<file path="config.mk">
export PLATFORM = sky130hd
export DESIGN_NAME = dma_arb_top
export DESIGN_NICKNAME = d
export VERILOG_FILES = /design/src/rtl/dma_arb_pkg.sv /design/src/rtl/dma_arb_rr_pick.sv /design/src/rtl/dma_arb_prio_pick.sv /design/src/rtl/dma_arb_cfg_chk.sv /design/src/rtl/dma_arb_top.sv
export SDC_FILE = /design/constraint.sdc
export NUM_CORES = 1
export LEC_CHECK = 0
export BUFFER_PORTS_ARGS = -buffer_cell sky130_fd_sc_hd__buf_2
export CAP_MARGIN = 10
export CORE_MARGIN = 5
export CORE_UTILIZATION = 45
export DETAILED_ROUTE_END_ITERATION = 8
export PLACE_DENSITY_LB_ADDON = 0.3
export SLEW_MARGIN = 20
export SYNTH_ARGS = -nofsm -noshare
export SYNTH_HDL_FRONTEND = slang
export SYNTH_SLANG_ARGS = --single-unit
</file>
<file path="constraint.sdc">
create_clock -name clk -period 8.17 [get_ports clk]
set_clock_uncertainty 0.15 [all_clocks]
set_input_delay 1.634 -clock clk [delete_from_list [all_inputs] [get_ports clk]]
set_output_delay 1.634 -clock clk [all_outputs]
set_load 0.05 [all_outputs]
</file>
<file path="src/rtl/dma_arb_pkg.sv">
`timescale 1ns/1ps
package dma_arb_pkg;
   localparam int GRP_CH     = 16;
   localparam int GRP_LW     = 4;
   localparam int CH_IDX_W   = 6;
   localparam int GRP_PRIO_W = 2;
endpackage

</file>
<file path="src/rtl/dma_arb_rr_pick.sv">
`timescale 1ns/1ps
module dma_arb_rr_pick #(
   parameter  int N  = 16,
   localparam int IW = (N > 1) ? $clog2(N) : 1
) (
   input  logic [N-1:0]  req,
   input  logic [IW-1:0] start,
   output logic          hit,
   output logic [IW-1:0] idx
);
   always_comb begin
      hit = 1'b0;
      idx = '0;
      for (int k = 0; k < N; k++) begin
         if (!hit && req[(int'(start) + k) % N]) begin
            hit = 1'b1;
            idx = IW'((int'(start) + k) % N);
         end
      end
   end
endmodule

</file>
<file path="src/rtl/dma_arb_prio_pick.sv">
`timescale 1ns/1ps
module dma_arb_prio_pick #(
   parameter  int N  = 16,
   parameter  int W  = 4,
   localparam int IW = (N > 1) ? $clog2(N) : 1
) (
   input  logic [N-1:0]   req,
   input  logic [N*W-1:0] prio,
   output logic           hit,
   output logic [IW-1:0]  idx
);
   logic [W-1:0] best;

   // ascending scan with >= lets the higher index win a tie
   always_comb begin
      hit  = 1'b0;
      idx  = '0;
      best = '0;
      for (int i = 0; i < N; i++) begin
         if (req[i] && (!hit || prio[i*W +: W] >= best)) begin
            hit  = 1'b1;
            idx  = IW'(i);
            best = prio[i*W +: W];
         end
      end
   end
endmodule

</file>
<file path="src/rtl/dma_arb_cfg_chk.sv">
`timescale 1ns/1ps
module dma_arb_cfg_chk #(
   parameter int NG = 4,
   parameter int W  = 2
) (
   input  logic [NG*W-1:0] prio,
   output logic            dup
);
   always_comb begin
      dup = 1'b0;
      for (int a = 0; a < NG; a++) begin
         for (int b = a + 1; b < NG; b++) begin
            if (prio[a*W +: W] == prio[b*W +: W]) dup = 1'b1;
         end
      end
   end
endmodule

</file>
<file path="src/rtl/dma_arb_top.sv">
`timescale 1ns/1ps
module dma_arb_top
   import dma_arb_pkg::*;
#(
   parameter  int NCH       = 64,
   parameter  int CH_PRIO_W = 4,
   localparam int NGRP      = NCH / GRP_CH,
   localparam int GIW       = (NGRP > 1) ? $clog2(NGRP) : 1
) (
   input  logic                      clk,
   input  logic                      rst_n,
   input  logic [NCH-1:0]            req,
   input  logic [NCH*CH_PRIO_W-1:0]  ch_prio,
   input  logic [NGRP*GRP_PRIO_W-1:0] grp_prio,
   input  logic                      ch_rr_mode,
   input  logic                      grp_rr_mode,
   input  logic                      err_clr,
   output logic                      gnt_vld,
   output logic [CH_IDX_W-1:0]       gnt_ch,
   output logic                      cfg_err
);
   if (!(NCH == 16 || NCH == 32 || NCH == 64)) begin : g_bad_nch
      $error("dma_arb_top: NCH must be 16, 32 or 64");
   end
   if (CH_PRIO_W < 1 || CH_PRIO_W > 8) begin : g_bad_pw
      $error("dma_arb_top: CH_PRIO_W out of range");
   end

   logic [NGRP-1:0]             grp_req;
   logic [NGRP-1:0]             lane_hit;
   logic [NGRP-1:0][GRP_LW-1:0] lane_idx;
   logic [NGRP-1:0][GRP_LW-1:0] ch_ptr_q;
   logic [GIW-1:0]              grp_ptr_q;

   // channel level, one pair of pickers per group
   for (genvar g = 0; g < NGRP; g++) begin : g_lane
      logic              rr_hit, fx_hit;
      logic [GRP_LW-1:0] rr_idx, fx_idx;

      assign grp_req[g] = |req[g*GRP_CH +: GRP_CH];

      dma_arb_rr_pick #(.N(GRP_CH)) u_rr (
         .req   (req[g*GRP_CH +: GRP_CH]),
         .start (ch_ptr_q[g]),
         .hit   (rr_hit),
         .idx   (rr_idx)
      );

      dma_arb_prio_pick #(.N(GRP_CH), .W(CH_PRIO_W)) u_fx (
         .req  (req[g*GRP_CH +: GRP_CH]),
         .prio (ch_prio[g*GRP_CH*CH_PRIO_W +: GRP_CH*CH_PRIO_W]),
         .hit  (fx_hit),
         .idx  (fx_idx)
      );

      assign lane_hit[g] = ch_rr_mode ? rr_hit : fx_hit;
      assign lane_idx[g] = ch_rr_mode ? rr_idx : fx_idx;
   end

   // group level
   logic           grr_hit, gfx_hit, grp_hit;
   logic [GIW-1:0] grr_idx, gfx_idx, grp_sel;

   dma_arb_rr_pick #(.N(NGRP)) u_grp_rr (
      .req   (grp_req),
      .start (grp_ptr_q),
      .hit   (grr_hit),
      .idx   (grr_idx)
   );

   dma_arb_prio_pick #(.N(NGRP), .W(GRP_PRIO_W)) u_grp_fx (
      .req  (grp_req),
      .prio (grp_prio),
      .hit  (gfx_hit),
      .idx  (gfx_idx)
   );

   assign grp_hit = grp_rr_mode ? grr_hit : gfx_hit;
   assign grp_sel = grp_rr_mode ? grr_idx : gfx_idx;

   logic dup;
   dma_arb_cfg_chk #(.NG(NGRP), .W(GRP_PRIO_W)) u_cfg (
      .prio (grp_prio),
      .dup  (dup)
   );

   // mux the winning lane without a dynamic array index
   logic              sel_hit;
   logic [GRP_LW-1:0] sel_idx;
   always_comb begin
      sel_hit = 1'b0;
      sel_idx = '0;
      for (int g = 0; g < NGRP; g++) begin
         if (grp_sel == GIW'(g)) begin
            sel_hit = lane_hit[g];
            sel_idx = lane_idx[g];
         end
      end
   end

   logic                fire;
   logic [CH_IDX_W-1:0] gnt_d;
   logic [GIW-1:0]      grp_nxt;

   assign fire    = grp_hit && sel_hit && !dup;
   assign gnt_d   = (CH_IDX_W'(grp_sel) << GRP_LW) | CH_IDX_W'(sel_idx);
   assign grp_nxt = (int'(grp_sel) == NGRP - 1) ? '0 : grp_sel + 1'b1;

   always_ff @(posedge clk or negedge rst_n) begin
      if (!rst_n) begin
         gnt_vld   <= 1'b0;
         gnt_ch    <= '0;
         cfg_err   <= 1'b0;
         grp_ptr_q <= '0;
         ch_ptr_q  <= '0;
      end else begin
         gnt_vld <= fire;
         if (fire) begin
            gnt_ch    <= gnt_d;
            grp_ptr_q <= grp_nxt;
            for (int g = 0; g < NGRP; g++) begin
               if (grp_sel == GIW'(g)) ch_ptr_q[g] <= sel_idx + 1'b1;
            end
         end
         if (|req && dup)         cfg_err <= 1'b1;
         else if (err_clr || !dup) cfg_err <= 1'b0;
      end
   end
endmodule

</file>
==> results of run 1 <==
## through the flow
stage	cell area, um2	TNS [ns]
after floorplan	21300	-301.38
after global placement	28000	-337.31
after detailed placement	28000	-340.95
after CTS	29100	-310.82
after global routing	29600	-336.38
final	29600	-316.60
## cell type report
| type | instances | area, um2 |
|---|---|---|
| Antenna cell | 12 | 30.0 |
| Clock buffer | 4 | 88.8 |
| Fill cell | 3691 | 14700 |
| Inverter | 201 | 758 |
| Multi-Input combinational cell | 2292 | 20100 |
| Sequential cell | 26 | 651 |
| Tap cell | 592 | 741 |
| Timing Repair Buffer | 1069 | 7260 |
## logic make-up (layout without fill, tap and decap cells)
logic type / after synthesis / in the layout
buf+inv: 315 / 1274
other cells: 0 / 12
compound gates: 832 / 832
fa+ha+maj: 271 / 271
mux: 288 / 288
simple gates: 846 / 846
flops: 26 / 26
xor+xnor: 55 / 55
## where the power goes
group / leakage [uW] / internal, uW / switching [uW]
clock: 0.0000442 / 75.0 / 46.2
sequential: 0.000324 / 183 / 58.9
combinational: 0.0140 / 6260 / 6770
## what timing repair did
item / CTS / global route
setup buffers: 58 / 17
pin swaps: 75 / 74
endpoints found under the hold margin: 0 / 0
endpoints found under the setup margin: 25 / 25
gates resized for setup: 133 / 75
## layout by cell type (no fill, tap or decap), drive strengths merged, types with 30 or more instances in the layout
master and n:
a21oi 145, buf 1069, nand2b 92, and3 32, and2 45, mux4 101, a21o 105, a31oi 48
ha 271, nand3 58, mux2i 73, mux2 114, nand2 213, nor3 47, xor2 30, o31ai 37
inv 194, o21ai 126, o21a 33, nor2b 54, nor2 177, o211ai 30
## critical path, delay by kind of cell
family / cells / cell delay [ns]
XOR/XNOR: 1 / 0.21
adder cells (fa/ha/maj): 14 / 3.19
buffers and inverters: 17 / 2.05
multiplexers: 4 / 1.29
AND/OR/NAND/NOR: 37 / 4.71
AO/OA/AOI/OAI: 60 / 11.13
## registers in the layout, indices dropped and copies added, names as in the netlist
signal and flops:
cfg_err 1, ch_ptr_q 16, gnt_ch 6, gnt_vld 1, grp_ptr_q 2
## worst max-delay path by stage
stage                         endpoint  slack (ns)  depth (start not counted)
final                      ch_ptr_q[2]      -16.12                        133
after floorplan           ch_ptr_q[10]      -15.53                        128
after CTS                  ch_ptr_q[2]      -15.84                        128
after detailed placement   ch_ptr_q[6]      -17.21                        129
after global routing       ch_ptr_q[6]      -17.02                        129
after global placement    ch_ptr_q[10]      -17.10                        129
## layer usage
metal / GRT usage [%] / up-vias / share of wire [%]
met5: 0 / - / 0
met1: 38.3 / 12200 / 42
li1: - / 12000 / -
met2: 53.6 / 960 / 50
met4: 8.97 / 0 / 3.3
met3: 2.86 / 192 / 5.6
==> report_table.html, run 1 <==
<table>
<tr><th>Metric</th><th>Value</th></tr>
<tr><th colspan="2">Status</th></tr>
<tr><td>Status</td><td>finished, violations left</td></tr>
<tr><td>Failing checks</td><td>setup timing</td></tr>
<tr><th colspan="2">Floorplan</th></tr>
<tr><td>Height of the chip</td><td>222 um</td></tr>
<tr><td>Initial Utilization</td><td>between 40 and 50%</td></tr>
<tr><td>Site Rows</td><td>77</td></tr>
<tr><td>Die outline width</td><td>~220 um</td></tr>
<tr><td>Core outline area</td><td>44300 um2</td></tr>
<tr><td>I/O pin count</td><td>341</td></tr>
<tr><td>Area enclosed by the die boundary</td><td>slightly below 50000 um2</td></tr>
<tr><th colspan="2">Timing</th></tr>
<tr><td># setup viols final</td><td>25</td></tr>
<tr><td>Post-layout min period</td><td>between 20 and 25 ns</td></tr>
<tr><td>Worst-case setup margin in the final layout</td><td>-16.12 ns</td></tr>
<tr><td>Min Hold Slack</td><td>around 0.36 ns</td></tr>
<tr><td>Final-report max-slew violation count</td><td>0</td></tr>
<tr><td>Final-report hold violation count</td><td>0</td></tr>
<tr><td>Worst-Margin Slew</td><td>around 1 ns</td></tr>
<tr><td>Ratio of final minimum period to clock period</td><td>297%</td></tr>
<tr><td>Setup repair after global routing missed its margin</td><td>true</td></tr>
<tr><td>Slew Limit Headroom</td><td>a little under a third</td></tr>
<tr><td>Maximum clock rate</td><td>between 0.04 and 0.05 GHz</td></tr>
<tr><th colspan="2">Synth</th></tr>
<tr><td>Async set or reset register ratio after synthesis</td><td>between 90% and 100%</td></tr>
<tr><td>Primary flip-flop cell chosen by synthesis mapping</td><td>dfrtp_1</td></tr>
<tr><td>Leading cell types by count after synthesis</td><td>ha_1, nand2_1, inv_1</td></tr>
<tr><td>Adder-Cell Fraction of Synth Area</td><td>approximately 17%</td></tr>
<tr><td>Basic-gate share of the synthesized area counting and, or, nand and nor cells</td><td>between 20% and 30%</td></tr>
<tr><td>Proportion of synthesized chip area in sequential cells</td><td>approximately 3.2%</td></tr>
<tr><td>Dominant combinational cell family by area after synthesis</td><td>compound AO/OA/AOI/OAI gates</td></tr>
<tr><td>Yosys warning count</td><td>0</td></tr>
<tr><td>Mean instance size in the synthesized netlist</td><td>approximately 7.7 um2</td></tr>
<tr><td>Synth Net Count</td><td>between 3000 and 4000</td></tr>
<tr><td>Largest area contributor in the synthesized netlist</td><td>ha_1</td></tr>
<tr><td>Most common cell in the synthesized netlist</td><td>ha_1</td></tr>
<tr><td>Top area cells in the synthesized netlist</td><td>ha_1, mux4_2, mux2_2</td></tr>
<tr><td>Area fraction of the dominant cell type after synthesis</td><td>between 10% and 20%</td></tr>
<tr><td>Netlist Area Pre-Place</td><td>20200 um2</td></tr>
<tr><td>EDFF count, synth</td><td>0</td></tr>
<tr><td>Cells after Synth</td><td>roughly 2600</td></tr>
<tr><td>Mux share of post-synthesis cell area</td><td>between 20% and 30%</td></tr>
<tr><td>Register bit total from synthesis</td><td>26</td></tr>
<tr><td>Synth unique cells</td><td>just under 90</td></tr>
<tr><td>Synthesized-area fraction occupied by ao, oa, aoi and oai cells</td><td>28.8%</td></tr>
<tr><td>Share of the synthesized netlist area taken by xor and xnor gates</td><td>about 2.5%</td></tr>
<tr><th colspan="2">Route</th></tr>
<tr><td>First-pass detailed-route iteration total</td><td>5</td></tr>
<tr><td>Routed vias</td><td>25300</td></tr>
<tr><td>Aggregate routed wire length</td><td>approximately 80000 um</td></tr>
<tr><td>DRC violation total after the first TritonRoute iteration</td><td>approximately 2000</td></tr>
<tr><td>Remaining DRCs</td><td>0</td></tr>
<tr><td>Final antenna-violating net count</td><td>0</td></tr>
<tr><td>Routed wire length per instance</td><td>approximately 19 um</td></tr>
<tr><td>Routed vias/inst</td><td>6.04</td></tr>
<tr><th colspan="2">Setup path</th></tr>
<tr><td>Data arrival time at the worst-slack endpoint</td><td>24.29 ns</td></tr>
<tr><td>Required time of the critical path</td><td>~8.2 ns</td></tr>
<tr><td>Startpoint Class</td><td>input port</td></tr>
<tr><td>Kind of critical path</td><td>in2reg</td></tr>
<tr><td>Number of cell instances on the worst register-to-register path</td><td>18</td></tr>
<tr><td>Worst r2r src</td><td>ch_ptr_q[8]</td></tr>
<tr><td>Largest fanout of any net on the critical path</td><td>6</td></tr>
<tr><td>CP dominant cell by count</td><td>a21o_1</td></tr>
<tr><td>Critical Path Slowest Stage Cell</td><td>or4_4</td></tr>
<tr><td>Register-to-register setup slack</td><td>between 1.5 and 2 ns</td></tr>
<tr><td>Critical path's largest stage delay</td><td>0.42 ns</td></tr>
<tr><td>Kind of capture point of the worst setup path</td><td>flip-flop</td></tr>
<tr><td>End of the worst register-to-register path</td><td>ch_ptr_q[11]</td></tr>
<tr><td>Worst Setup SP</td><td>req[48]</td></tr>
<tr><th colspan="2">Hold path</th></tr>
<tr><td>Terminating pin of the worst hold path</td><td>gnt_ch[4]</td></tr>
<tr><td>Min-Delay Startpoint</td><td>gnt_ch[4]</td></tr>
<tr><td>Hold/Removal Path Class</td><td>reg2reg</td></tr>
<tr><td>Hold Crit Depth</td><td>1</td></tr>
<tr><th colspan="2">Power</th></tr>
<tr><td>Worst VDD drop</td><td>0.302 mV</td></tr>
<tr><td>Power per cell area</td><td>roughly 450 nW/um2</td></tr>
<tr><td>Sum of internal, switching and leakage power</td><td>approximately 13000 uW</td></tr>
<tr><td>Leakage power</td><td>0.0144 uW</td></tr>
<tr><th colspan="2">CTS</th></tr>
<tr><td>Number of buffers on the longest clock path</td><td>2</td></tr>
<tr><td>CTS Sinks</td><td>26</td></tr>
<tr><td>Cell at the root of the clock tree</td><td>clkbuf_16</td></tr>
<tr><td>Clock input transition at the sequential cells of the worst setup and hold paths</td><td>about 0.06 ns</td></tr>
<tr><td>Clock latency reported for the late side of the worst-skew pair</td><td>about 0.26 ns</td></tr>
<tr><td>Hold buffer count at cts</td><td>0</td></tr>
<tr><td>Clock buffers created by TritonCTS</td><td>3</td></tr>
<tr><td>H-tree depth</td><td>1</td></tr>
<tr><td>CTS tree</td><td>done</td></tr>
<tr><th colspan="2">GRT</th></tr>
<tr><td>GR Overflow Total</td><td>0</td></tr>
<tr><td>Vias in the first global route</td><td>25200</td></tr>
<tr><td>Pin count of the biggest net entering global routing</td><td>33</td></tr>
<tr><td>Total global-route track usage</td><td>29.9%</td></tr>
<tr><td>Wire length of the first global-routing pass</td><td>between 100000 and 150000 um</td></tr>
<tr><td>Antenna violations before repair</td><td>11</td></tr>
<tr><th colspan="2">Final layout</th></tr>
<tr><td>Fin nets</td><td>4197</td></tr>
<tr><td>Area growth from synthesis to layout</td><td>46.6%</td></tr>
<tr><td>Final core area utilization</td><td>between 60% and 70%</td></tr>
<tr><td>Final cell count without fillers</td><td>about 4200</td></tr>
<tr><td>Ratio of cells with drive above 1 in the final layout</td><td>approximately 44%</td></tr>
<tr><th colspan="2">Placement</th></tr>
<tr><td>Placed Cells incl. Taps</td><td>around 4000</td></tr>
<tr><td>Final HPWL DP</td><td>about 66000 um</td></tr>
<tr><td>Buffers added on ports</td><td>340</td></tr>
<tr><td>Post-Place Worst Slack</td><td>-17.21 ns</td></tr>
<tr><td>RD Place Congestion</td><td>0.981</td></tr>
<tr><th colspan="2">Flow run</th></tr>
<tr><td>Max-cap violations</td><td>0</td></tr>
</table>
Note: power is estimated with default switching activity, not from simulation.
==> run 2: changes to the inputs <==
Settings changed: CORE_MARGIN 5 to not set, RECOVER_POWER set to 100.
==> report_table.html, run 2 (synthesis results as in run 1) <==
<table>
<tr><th>Metric</th><th>Value</th></tr>
<tr><th colspan="2">Setup path</th></tr>
<tr><td>Register-to-register setup slack</td><td>1.77 ns (+0.14 ns)</td></tr>
<tr><td>Data arrival time at the worst-slack endpoint</td><td>24.25 ns (-0.04 ns)</td></tr>
<tr><td>Critical path's largest stage delay</td><td>0.42 ns (about the same)</td></tr>
<tr><td>Kind of critical path</td><td>in2reg</td></tr>
<tr><td>Critical Path Slowest Stage Cell</td><td>or4_4</td></tr>
<tr><td>CP dominant cell by count</td><td>a21o_1</td></tr>
<tr><td>Kind of capture point of the worst setup path</td><td>flip-flop</td></tr>
<tr><td>Startpoint Class</td><td>input port</td></tr>
<tr><td>Required time of the critical path</td><td>8.16 ns (about the same)</td></tr>
<tr><td>End of the worst register-to-register path</td><td>ch_ptr_q[10]</td></tr>
<tr><td>Number of cell instances on the worst register-to-register path</td><td>18 (unchanged)</td></tr>
<tr><td>Worst r2r src</td><td>ch_ptr_q[9]</td></tr>
<tr><td>Largest fanout of any net on the critical path</td><td>7 (+1)</td></tr>
<tr><th colspan="2">CTS</th></tr>
<tr><td>CTS tree</td><td>done</td></tr>
<tr><td>Clock input transition at the sequential cells of the worst setup and hold paths</td><td>0.07 ns (about the same)</td></tr>
<tr><td>Clock buffers created by TritonCTS</td><td>3 (unchanged)</td></tr>
<tr><td>CTS Sinks</td><td>26 (unchanged)</td></tr>
<tr><td>Cell at the root of the clock tree</td><td>clkbuf_16</td></tr>
<tr><td>Clock latency reported for the late side of the worst-skew pair</td><td>0.26 ns (about the same)</td></tr>
<tr><td>H-tree depth</td><td>1 (unchanged)</td></tr>
<tr><td>Number of buffers on the longest clock path</td><td>2 (unchanged)</td></tr>
<tr><td>Hold buffer count at cts</td><td>0 (unchanged)</td></tr>
<tr><th colspan="2">Route</th></tr>
<tr><td>Routed vias/inst</td><td>6.03 (-0.23%)</td></tr>
<tr><td>Final antenna-violating net count</td><td>0 (unchanged)</td></tr>
<tr><td>Length of routed wiring on met1</td><td>32300 um (-2.9%)</td></tr>
<tr><td>Routed wl met2</td><td>37200 um (-6.2%)</td></tr>
<tr><td>First-pass detailed-route iteration total</td><td>6 (+1)</td></tr>
<tr><td>Met3 layer wire length in the routed design</td><td>4350 um (-2.5%)</td></tr>
<tr><td>DRC violation total after the first TritonRoute iteration</td><td>1787 (-13%)</td></tr>
<tr><td>Routed vias</td><td>25300 (-0.25%)</td></tr>
<tr><td>Top routing layer in use</td><td>met5</td></tr>
<tr><td>Remaining DRCs</td><td>0 (unchanged)</td></tr>
<tr><td>Aggregate routed wire length</td><td>77000 um (-3.9%)</td></tr>
<tr><td>Routed wire length per instance</td><td>18.4 um (-3.9%)</td></tr>
<tr><th colspan="2">Power</th></tr>
<tr><td>Worst VDD drop</td><td>0.272 mV (-9.8%)</td></tr>
<tr><td>Power per cell area</td><td>449 nW/um2 (-0.73%)</td></tr>
<tr><td>Leakage power</td><td>0.0144 uW (-0.20%)</td></tr>
<tr><th colspan="2">Timing</th></tr>
<tr><td># setup viols final</td><td>24 (-4.0%)</td></tr>
<tr><td>Setup repair after global routing missed its margin</td><td>true</td></tr>
<tr><td>Post-layout min period</td><td>24.26 ns (-0.0265 ns)</td></tr>
<tr><td>Ratio of final minimum period to clock period</td><td>297% (-0.32 points)</td></tr>
<tr><td>Maximum clock rate</td><td>0.0412 GHz (+0.11%)</td></tr>
<tr><td>Final-report max-slew violation count</td><td>0 (unchanged)</td></tr>
<tr><td>Slew Limit Headroom</td><td>2.75% (-29 points)</td></tr>
<tr><td>Final-report hold violation count</td><td>0 (unchanged)</td></tr>
<tr><td>TNS Setup</td><td>-316.07 ns (+0.529 ns)</td></tr>
<tr><td>Worst-Margin Slew</td><td>1.46 ns (+0.434 ns)</td></tr>
<tr><td>Worst-case setup margin in the final layout</td><td>-16.09 ns (+0.0265 ns)</td></tr>
<tr><th colspan="2">Placement</th></tr>
<tr><td>Final HPWL DP</td><td>63000 um (-4.1%)</td></tr>
<tr><td>RD Place Congestion</td><td>0.999 (+1.8%)</td></tr>
<tr><td>Buffers added on ports</td><td>340 (unchanged)</td></tr>
<tr><td>Placed standard-cell area</td><td>28100 um2 (+0.30%)</td></tr>
<tr><th colspan="2">Final layout</th></tr>
<tr><td>Largest register FFs</td><td>16 (unchanged)</td></tr>
<tr><td>Most used cells in the layout excluding fill and tap cells</td><td>buf_4, buf_2, ha_1, nand2_1, inv_1</td></tr>
<tr><td>Area growth from synthesis to layout</td><td>47.2%</td></tr>
<tr><td>Final core area utilization</td><td>67.3% (+0.41 points)</td></tr>
<tr><td>Fin nets</td><td>4200 (+0.071%)</td></tr>
<tr><td>Biggest registers after layout</td><td>ch_ptr_q: 16 flops, gnt_ch: 6 flops, grp_ptr_q: 2 flops</td></tr>
<tr><td>Ratio of cells with drive above 1 in the final layout</td><td>44.0% (-0.052 points)</td></tr>
<tr><td>Design Area, Final</td><td>29700 um2 (+0.40%)</td></tr>
<tr><td>Most common cell after layout, fill and taps aside</td><td>buf_4</td></tr>
<tr><td>Largest reg by FF count</td><td>ch_ptr_q</td></tr>
<tr><th colspan="2">GRT</th></tr>
<tr><td>Pin count of the biggest net entering global routing</td><td>33 (unchanged)</td></tr>
<tr><td>Vias in the first global route</td><td>24500 (-2.8%)</td></tr>
<tr><td>GR Overflow Total</td><td>0 (unchanged)</td></tr>
<tr><td>Antenna violations before repair</td><td>11 (unchanged)</td></tr>
<tr><td>Total global-route track usage</td><td>31.3% (+1.4 points)</td></tr>
<tr><td>Wire length of the first global-routing pass</td><td>121000 um (-4.5%)</td></tr>
<tr><th colspan="2">Hold path</th></tr>
<tr><td>Min-Delay Startpoint</td><td>gnt_ch[1]</td></tr>
<tr><td>Hold/Removal Path Class</td><td>reg2reg</td></tr>
<tr><td>Terminating pin of the worst hold path</td><td>gnt_ch[1]</td></tr>
<tr><td>Hold Crit Depth</td><td>1 (unchanged)</td></tr>
<tr><th colspan="2">Floorplan</th></tr>
<tr><td>Area enclosed by the die boundary</td><td>45800 um2 (-7.1%)</td></tr>
<tr><td>Core outline area</td><td>44200 um2 (-0.22%)</td></tr>
<tr><td>Height of the chip</td><td>214 um (-3.6%)</td></tr>
<tr><td>Initial Utilization</td><td>45.7% (+0.099 points)</td></tr>
<tr><td>Site Rows</td><td>77 (unchanged)</td></tr>
<tr><td>Die outline width</td><td>214 um (-3.6%)</td></tr>
<tr><td>I/O pin count</td><td>341 (unchanged)</td></tr>
<tr><th colspan="2">Flow run</th></tr>
<tr><td>Max-cap violations</td><td>0 (unchanged)</td></tr>
<tr><th colspan="2">Status</th></tr>
<tr><td>Failing checks</td><td>setup timing</td></tr>
<tr><td>Status</td><td>finished, violations left</td></tr>
</table>
run 2: cell types whose count changed in the layout (fill, tap and decap cells not counted), moves of 6 or more:
cell,change
buf_2,-11
clkbuf_1,+9
buf_6,+14
ha_1,-6
o21ai_1,+7
buf_4,-10
run 2: area by class of cell:
cell class,count,area (um2)
antenna,9,22.5
clock buffer,3,75.1
fill,3607,14500
inverter,201,758
multi-input combinational,2292,20200
sequential,26,651
tap,592,741
timing repair buffer,1072,7330
run 2: worst max path at each step:
stage,cells past startpoint,from,endpoint
2_1_floorplan,128,req[48],ch_ptr_q[10]
3_3_place_gp,127,ch_prio[192],ch_ptr_q[2]
3_5_place_dp,127,ch_prio[192],ch_ptr_q[2]
4_1_cts,129,ch_prio[192],ch_ptr_q[14]
5_1_grt,126,ch_prio[192],ch_ptr_q[15]
6_report,126,ch_prio[192],ch_ptr_q[15]
run 2: report_power, final:
group	total, uW	leakage [uW]	switching, uW	internal, uW
Sequential	282	0.000324	100	182
Clock	110	0.0000370	44.7	64.9
Combinational	12900	0.0140	6660	6280
Total	13300	0.0144	6810	6530
run 2: timing repair:
item	CTS	global route
pin swaps	47	101
resized for setup	107	131
setup buffers	32	39
endpoints found under the setup margin	25	25
run 2: metal layers:
metal,up-vias,GRT usage (%)
li1,12000,-
met1,12100,39.9
met2,972,54.4
met3,213,3.07
met4,4,11.9
met5,-,0
run 2: per-stage QoR:
| stage | power, uW | hold slack (ns) | worst slack, ns | std cells |
|---|---|---|---|---|
| after floorplan | 8170 | 0.473 | -15.53 | 2633 |
| final | 13300 | 0.369 | -16.09 | 4195 |
| after CTS | 12500 | 0.364 | -16.09 | 4148 |
| after global routing | 14400 | 0.387 | -16.87 | 4195 |
| after global placement | 11500 | 0.340 | -16.74 | 4116 |
| after detailed placement | 11900 | 0.350 | -17.13 | 4116 |
run 2: critical path: cells and delay by family:
kind | cells | cell delay [ns]
AOI/OAI and AO/OA | 64 | 12.23
buffers and inverters | 8 | 1.15
adders and majority gates | 15 | 3.47
and+or+nand+nor | 35 | 4.43
muxes | 4 | 1.33
